[config.mk]
export PLATFORM = sky130hd
export DESIGN_NAME = audio_serial_tx
export DESIGN_NICKNAME = d
export VERILOG_FILES = /design/src/rtl/audser_pkg.sv /design/src/rtl/audser_clkgen.sv /design/src/rtl/audser_bitsel.sv /design/src/rtl/audio_serial_tx.sv
export SDC_FILE = /design/constraint.sdc
export NUM_CORES = 1
export LEC_CHECK = 0
export ABC_AREA = 1
export CAP_MARGIN = 10
export CELL_PAD_IN_SITES_DETAIL_PLACEMENT = 0
export CELL_PAD_IN_SITES_GLOBAL_PLACEMENT = 2
export CORE_MARGIN = 3
export CORE_UTILIZATION = 42
export CTS_CLUSTER_DIAMETER = 40
export DETAILED_ROUTE_END_ITERATION = 12
export DONT_BUFFER_PORTS = 1
export PLACE_DENSITY = 0.94
export SYNTH_ARGS = -nofsm -noshare
export SYNTH_HDL_FRONTEND = slang
export SYNTH_SLANG_ARGS = --single-unit
export TNS_END_PERCENT = 10
[constraint.sdc]
create_clock -name clk_i -period 8.4 [get_ports clk_i]
set_clock_uncertainty 0.05 [all_clocks]
set_input_delay 0 -clock clk_i [delete_from_list [all_inputs] [get_ports clk_i]]
set_output_delay 0 -clock clk_i [all_outputs]
set_load 0.005 [all_outputs]
[src/rtl/audser_pkg.sv]
package audser_pkg;

  localparam int SLOT_W = 32;
  localparam int POS_W  = $clog2(2 * SLOT_W);

  typedef enum logic [1:0] {
    FMT_DELAY = 2'd0,
    FMT_LEFT  = 2'd1,
    FMT_RIGHT = 2'd2
  } fmt_e;

  typedef struct packed {
    logic       dsd;
    logic       dsd_fast;
    fmt_e       fmt;
    logic [1:0] wsel;
  } cfg_t;

  function automatic fmt_e fmt_decode(input logic [1:0] sel);
    case (sel)
      2'b01:   return FMT_LEFT;
      2'b10:   return FMT_RIGHT;
      default: return FMT_DELAY;
    endcase
  endfunction

  function automatic logic [5:0] width_bits(input logic [1:0] wsel);
    case (wsel)
      2'b00:   return 6'd16;
      2'b01:   return 6'd24;
      default: return 6'd32;
    endcase
  endfunction

endpackage

[src/rtl/audser_clkgen.sv]
module audser_clkgen
  import audser_pkg::*;
#(
  parameter int PCM_HALF    = 2,
  parameter int DSD64_HALF  = 4,
  parameter int DSD128_HALF = 2
) (
  input  logic clk_i,
  input  logic rst_ni,
  input  cfg_t cfg_i,
  output logic bclk_o,
  output logic fall_o
);

  localparam int MAX_A    = (PCM_HALF > DSD64_HALF) ? PCM_HALF : DSD64_HALF;
  localparam int MAX_HALF = (MAX_A > DSD128_HALF) ? MAX_A : DSD128_HALF;
  localparam int CW       = $clog2(MAX_HALF + 1);

  logic [CW-1:0] div_q, div_d, half_m1;
  logic          bclk_q, bclk_d, tick;
  int unsigned   half;

  always_comb begin
    if (cfg_i.dsd) half = cfg_i.dsd_fast ? DSD128_HALF : DSD64_HALF;
    else           half = PCM_HALF;
    half_m1 = CW'(half - 1);
    tick    = (div_q >= half_m1);
    div_d   = tick ? '0 : div_q + 1'b1;
    bclk_d  = tick ? ~bclk_q : bclk_q;
  end

  always_ff @(posedge clk_i or negedge rst_ni) begin
    if (!rst_ni) begin
      div_q  <= '0;
      bclk_q <= 1'b0;
    end else begin
      div_q  <= div_d;
      bclk_q <= bclk_d;
    end
  end

  assign bclk_o = bclk_q;
  assign fall_o = tick & bclk_q;

endmodule

[src/rtl/audser_bitsel.sv]
module audser_bitsel
  import audser_pkg::*;
(
  input  cfg_t              cfg_i,
  input  logic [SLOT_W-1:0] left_i,
  input  logic [SLOT_W-1:0] right_i,
  input  logic [POS_W-1:0]  pos_i,
  output logic              lj_o,
  output logic              rj_o,
  output logic              dsd_l_o,
  output logic              dsd_r_o
);

  logic [4:0]        slot;
  logic [5:0]        wbits;
  logic [4:0]        lj_idx;
  logic [SLOT_W-1:0] word;

  always_comb begin
    slot   = pos_i[4:0];
    word   = pos_i[5] ? right_i : left_i;
    wbits  = width_bits(cfg_i.wsel);
    lj_idx = 5'(wbits - 6'd1 - {1'b0, slot});
    lj_o   = ({1'b0, slot} < wbits) ? word[lj_idx] : 1'b0;
    rj_o   = ({1'b0, slot} >= (6'd32 - wbits)) ? word[~slot] : 1'b0;
    dsd_l_o = left_i[~slot];
    dsd_r_o = right_i[~slot];
  end

endmodule

[src/rtl/audio_serial_tx.sv]
module audio_serial_tx
  import audser_pkg::*;
#(
  parameter int PCM_HALF    = 2,
  parameter int DSD64_HALF  = 4,
  parameter int DSD128_HALF = 2
) (
  input  logic              clk_i,
  input  logic              rst_ni,
  input  logic              smp_valid_i,
  output logic              smp_ready_o,
  input  logic [SLOT_W-1:0] smp_left_i,
  input  logic [SLOT_W-1:0] smp_right_i,
  input  logic              dsd_mode_i,
  input  logic              dsd_fast_i,
  input  logic [1:0]        fmt_sel_i,
  input  logic [1:0]        width_sel_i,
  output logic              bclk_o,
  output logic              frm_o,
  output logic              dat_o
);

  localparam logic [POS_W-1:0] PCM_LAST = POS_W'(2 * SLOT_W - 1);
  localparam logic [POS_W-1:0] DSD_LAST = POS_W'(SLOT_W - 1);

  cfg_t              cfg_q, cfg_d, cfg_in;
  logic [POS_W-1:0]  pos_q, pos_d;
  logic              mute_q, mute_d, full_q, full_d;
  logic [SLOT_W-1:0] hl_q, hl_d, hr_q, hr_d, wl_q, wl_d, wr_q, wr_d;
  logic              ljp_q, ljp_d, frm_q, frm_d, dat_q, dat_d;
  logic              fall, last, boundary, accept;
  logic              lj_bit, rj_bit, dsd_l, dsd_r, pcm_bit;

  audser_clkgen #(
    .PCM_HALF(PCM_HALF), .DSD64_HALF(DSD64_HALF), .DSD128_HALF(DSD128_HALF)
  ) u_clkgen (
    .clk_i(clk_i), .rst_ni(rst_ni), .cfg_i(cfg_q), .bclk_o(bclk_o), .fall_o(fall)
  );

  // frame position / sample load / configuration next state
  always_comb begin
    cfg_in   = '{dsd: dsd_mode_i, dsd_fast: dsd_fast_i,
                 fmt: fmt_decode(fmt_sel_i), wsel: width_sel_i};
    last     = cfg_q.dsd ? (pos_q == DSD_LAST) : (pos_q == PCM_LAST);
    boundary = fall & last;
    accept   = smp_valid_i & ~full_q;
    cfg_d    = cfg_q;
    pos_d    = pos_q;
    mute_d   = mute_q;
    wl_d     = wl_q;
    wr_d     = wr_q;
    hl_d     = accept ? smp_left_i  : hl_q;
    hr_d     = accept ? smp_right_i : hr_q;
    full_d   = (full_q & ~boundary) | accept;
    if (boundary) begin
      cfg_d  = cfg_in;
      mute_d = (cfg_in != cfg_q);
      wl_d   = full_q ? hl_q : '0;
      wr_d   = full_q ? hr_q : '0;
      pos_d  = '0;
    end else if (fall) begin
      pos_d  = pos_q + 1'b1;
    end
  end

  audser_bitsel u_bitsel (
    .cfg_i(cfg_d), .left_i(wl_d), .right_i(wr_d), .pos_i(pos_d),
    .lj_o(lj_bit), .rj_o(rj_bit), .dsd_l_o(dsd_l), .dsd_r_o(dsd_r)
  );

  // pin values for the slot that starts at this falling edge
  always_comb begin
    case (cfg_d.fmt)
      FMT_LEFT:  pcm_bit = lj_bit;
      FMT_RIGHT: pcm_bit = rj_bit;
      default:   pcm_bit = ljp_q;
    endcase
    frm_d = frm_q;
    dat_d = dat_q;
    ljp_d = ljp_q;
    if (fall) begin
      ljp_d = lj_bit;
      if (cfg_d.dsd) begin
        frm_d = dsd_l & ~mute_d;
        dat_d = dsd_r & ~mute_d;
      end else begin
        frm_d = pos_d[POS_W-1];
        dat_d = pcm_bit & ~mute_d;
      end
    end
  end

  always_ff @(posedge clk_i or negedge rst_ni) begin
    if (!rst_ni) begin
      cfg_q  <= '{dsd: 1'b0, dsd_fast: 1'b0, fmt: FMT_DELAY, wsel: 2'b00};
      pos_q  <= PCM_LAST;
      mute_q <= 1'b0;
      full_q <= 1'b0;
      hl_q   <= '0;
      hr_q   <= '0;
      wl_q   <= '0;
      wr_q   <= '0;
      ljp_q  <= 1'b0;
      frm_q  <= 1'b0;
      dat_q  <= 1'b0;
    end else begin
      cfg_q  <= cfg_d;
      pos_q  <= pos_d;
      mute_q <= mute_d;
      full_q <= full_d;
      hl_q   <= hl_d;
      hr_q   <= hr_d;
      wl_q   <= wl_d;
      wr_q   <= wr_d;
      ljp_q  <= ljp_d;
      frm_q  <= frm_d;
      dat_q  <= dat_d;
    end
  end

  assign smp_ready_o = ~full_q;
  assign frm_o       = frm_q;
  assign dat_o       = dat_q;

endmodule

==> flow_summary.toml <==
[power]
peakVddDrop_mv = 0.194
swShare_pct = 38.5
p_leak_nw = 4.54
power.net_switching_mw = 1.19
finalPower_mw = 3.08
pwr-share-comb_pct = 39.5
clock_power_share_pct = 25.7
p_seq_share_pct = 34.8
p_per_area_nw_per_um2 = 340
p_int_mw = 1.89

[placed_design]
detailedPlace.worstSlack_ns = 4.05
hpwlAfterDp_um = 11200
portBuffers = 0
place_congestion = 0.875

[synth]
synth_nets = 973
ys_seq_elements = 149
yosys_most_used_dff = "dfrtp_1"
synth_commonest_cells = "nand2_1 (285), dfrtp_1 (143), inv_1 (108), nand3_1 (80), mux2_2 (64)"
syn_avg_cell_area_um2 = 8.60
yosys-top-cells-area = "dfrtp_1 (47%), nand2_1 (14%), mux2_2 (9.4%)"
syn_area_um2 = 7650
ys_warn_count = 0
synth_most_common_cell = "nand2_1"
yosysSeqAreaShare_pct = 48.8
synth_edf_count = 0
yosys.area.top_type = "dfrtp_1"
ys_async_sr_fraction_pct = 100
synthDistinctLibCells = 39
syn-instance-count = 889
synth_top_area_share_pct = 46.8

[critical_path]
cp-end-kind = "flop"
slowest_delay_ns = 0.95
worstSetupPathType = "reg -> reg"
crit_path_cell_trace = "inv_1, nand2_1, ha_1, nand2_1, nand2_1, nand3_4, nand2_1, nand2_1, nand2_1, nand2_1, nand3_1, nand3_1, nand3_1, nand2_1, nand2_1, nand3_1, nand2_1, nand3_1, nand3_1, nand2_1, nand2_1, nand2_1, nand2_1"
critPathMaxFanout = 33
slowest_stage = "nand2_1"
cp_common_cell = "nand2_1"
cp_data_required_time_ns = 8.67
worst_setup_path_start_kind = "flop"
cp.arrival_ns = 4.62

[timing]
relSlewSlack_pct = 26.6
worst_pin_slew_ns = 1.10
whs_ns = -0.00458
hold_violations = 1
fmax_ghz = 0.230
period_minus_slack_ns = 4.35
worst_slack_ns = 4.05
final-max-slew-violation-count = 0
period_share_pct = 51.8
tns_ns = 0
rsz0062_at_grt = "no"
setup_viol = 0

[cts]
postCtsSetupRepairBufs = 0
clkTransAtPathRegs_ns = 0.06
numClockSinks = 149
clk_latency_ns = 0.43
cts-root-buf = "clkbuf_16"
cts_tree = "built"
clock_path_buffers = 2
h-tree-depth = 4
numCtsBuffers = 17
cts_resized = 0
ctsHoldBuffers = 72

[detailed_routing]
drc_errors = 0
via_per_inst = 4.96
drt_iter0_drc = 393
vias = 5819
final_antenna_net_count = 0
drtPass1Iterations = 5
wl_per_cell_um = 14.6
wirelength_um = 17200

[final_layout]
n_fill_cell = 1678
postLayoutCoreUtil_pct = 51.6
drive_above_1_share_pct = 13.2
num_antenna_cells = 0
multiInputGateArea_um2 = 3250
nNetsFinal = 1022
seq_area_um2 = 3740
area_delta_synth_final_pct = 18.4

[outcome]
violations = "negative hold slack"
outcome = "finished, violations left"

[floorplan]
fp-row-count = 48
fp.dieW_um = 141
die_y_um = 141
coreArea_um2 = 17500
die-area_um2 = 19900
start_util_pct = 43.6
ios = 77

[global_route]
grt_pass1_wl_um = 29400
grt_util_all_layers_pct = 18.5
antenna_found_initial = 0
grt_max_degree = 150
grt_pass1_vias = 5791
overflow = 0

[min_path]
hold_path_class = "in -> reg"

[flow_run]
maxCapViolCount = 0
state kept, by name, indices dropped and copies added, names as in the netlist, 3 cells and up:
register / flops
cfg_q: 6
hl_q: 32
hr_q: 32
pos_q: 6
u_clkgen.div_q: 3
wl_q: 32
wr_q: 32
worst paths after layout:
kind                                     start        to  slack [ns]  cells past startpoint
worst max register to register        cfg_q[4]     dat_o        4.05                     23
max in group asynchronous               rst_ni   wl_q[1]        7.59                      2
worst max-delay path                  cfg_q[4]     dat_o        4.05                     23
worst min register to register        wl_q[30]  wl_q[30]        0.42                      2
worst min-delay path            width_sel_i[1]    mute_q      -0.005                      3
min in group asynchronous               rst_ni  hl_q[18]        0.15                      2
layout by cell type (no fill, tap or decap), types with 3 or more instances in the layout:
cell / count
clkbuf_1: 4
xor2_1: 5
clkinvlp_4: 3
nand3b_1: 17
o21ai_2: 7
inv_1: 108
bufinv_16: 4
dfrtp_1: 142
nand2_1: 284
o311ai_0: 3
o21ai_0: 44
clkinv_1: 3
nand3_1: 80
nand3_4: 4
o21ai_1: 8
nor2_1: 19
dlygate4sd3_1: 71
nand2_2: 6
mux2_2: 64
nand4_1: 3
buf_4: 3
clkbuf_16: 17
ha_1: 11
dfstp_2: 6
a21oi_1: 9
through the flow:
stage	hold slack, ns	instances	area (um2)
2_1_floorplan	-0.346	889	7650
3_3_place_gp	-0.340	1072	7710
3_5_place_dp	-0.340	1072	7710
4_1_cts	0.00330	1174	9050
5_1_grt	0.0728	1174	9050
6_report	-0.00458	1174	9050
area by class of cell:
| cell class | instances | share of cell area (%) |
|---|---|---|
| sequential | 149 | 41.3 |
| multi-input combinational | 582 | 35.8 |
| timing repair buffer | 75 | 8.40 |
| clock buffer | 22 | 5.02 |
| inverter | 113 | 4.68 |
| tap | 225 | 3.11 |
| clock inverter | 8 | 1.67 |
critical path, delay by kind of cell (launching register included):
kind | cells | cell delay [ns]
adders and majority gates | 1 | 0.30
buffers and inverters | 1 | 0.07
DFF | 1 | 0.38
and+or+nand+nor | 21 | 3.41
routing by layer:
metal	part of all wire [%]	routed length [um]	global-route usage (%)
met2	45	7670	28.2
met1	49	8480	26.1
met5	0	0	0
met4	1.7	297	6.37
met3	4.1	705	4.07
cells by family (layout without fill, tap and decap cells):
kind of cell | after synthesis | in the layout | synth area share [%]
AOI/OAI and AO/OA | 80 | 80 | 6.00
xor gates and xnor gates | 6 | 6 | 0.687
adders and majority gates | 11 | 11 | 1.80
buffers and inverters | 158 | 218 | 8.75
DFF | 149 | 149 | 48.8
muxes | 64 | 64 | 9.42
other | 1 | 1 | 0.0490
and+or+nand+nor | 420 | 420 | 24.4
power by group through the flow:
stage / clock (mW) / combinational [mW] / sequential, mW
floorplan: 0 / 1.00 / 1.01
global route: 0.840 / 1.41 / 1.10
detailed placement: 0 / 1.18 / 1.08
CTS: 0.809 / 1.23 / 1.07
global placement: 0 / 1.17 / 1.08
finish: 0.792 / 1.22 / 1.07
No activity file was read; power rests on OpenSTA's default activity.
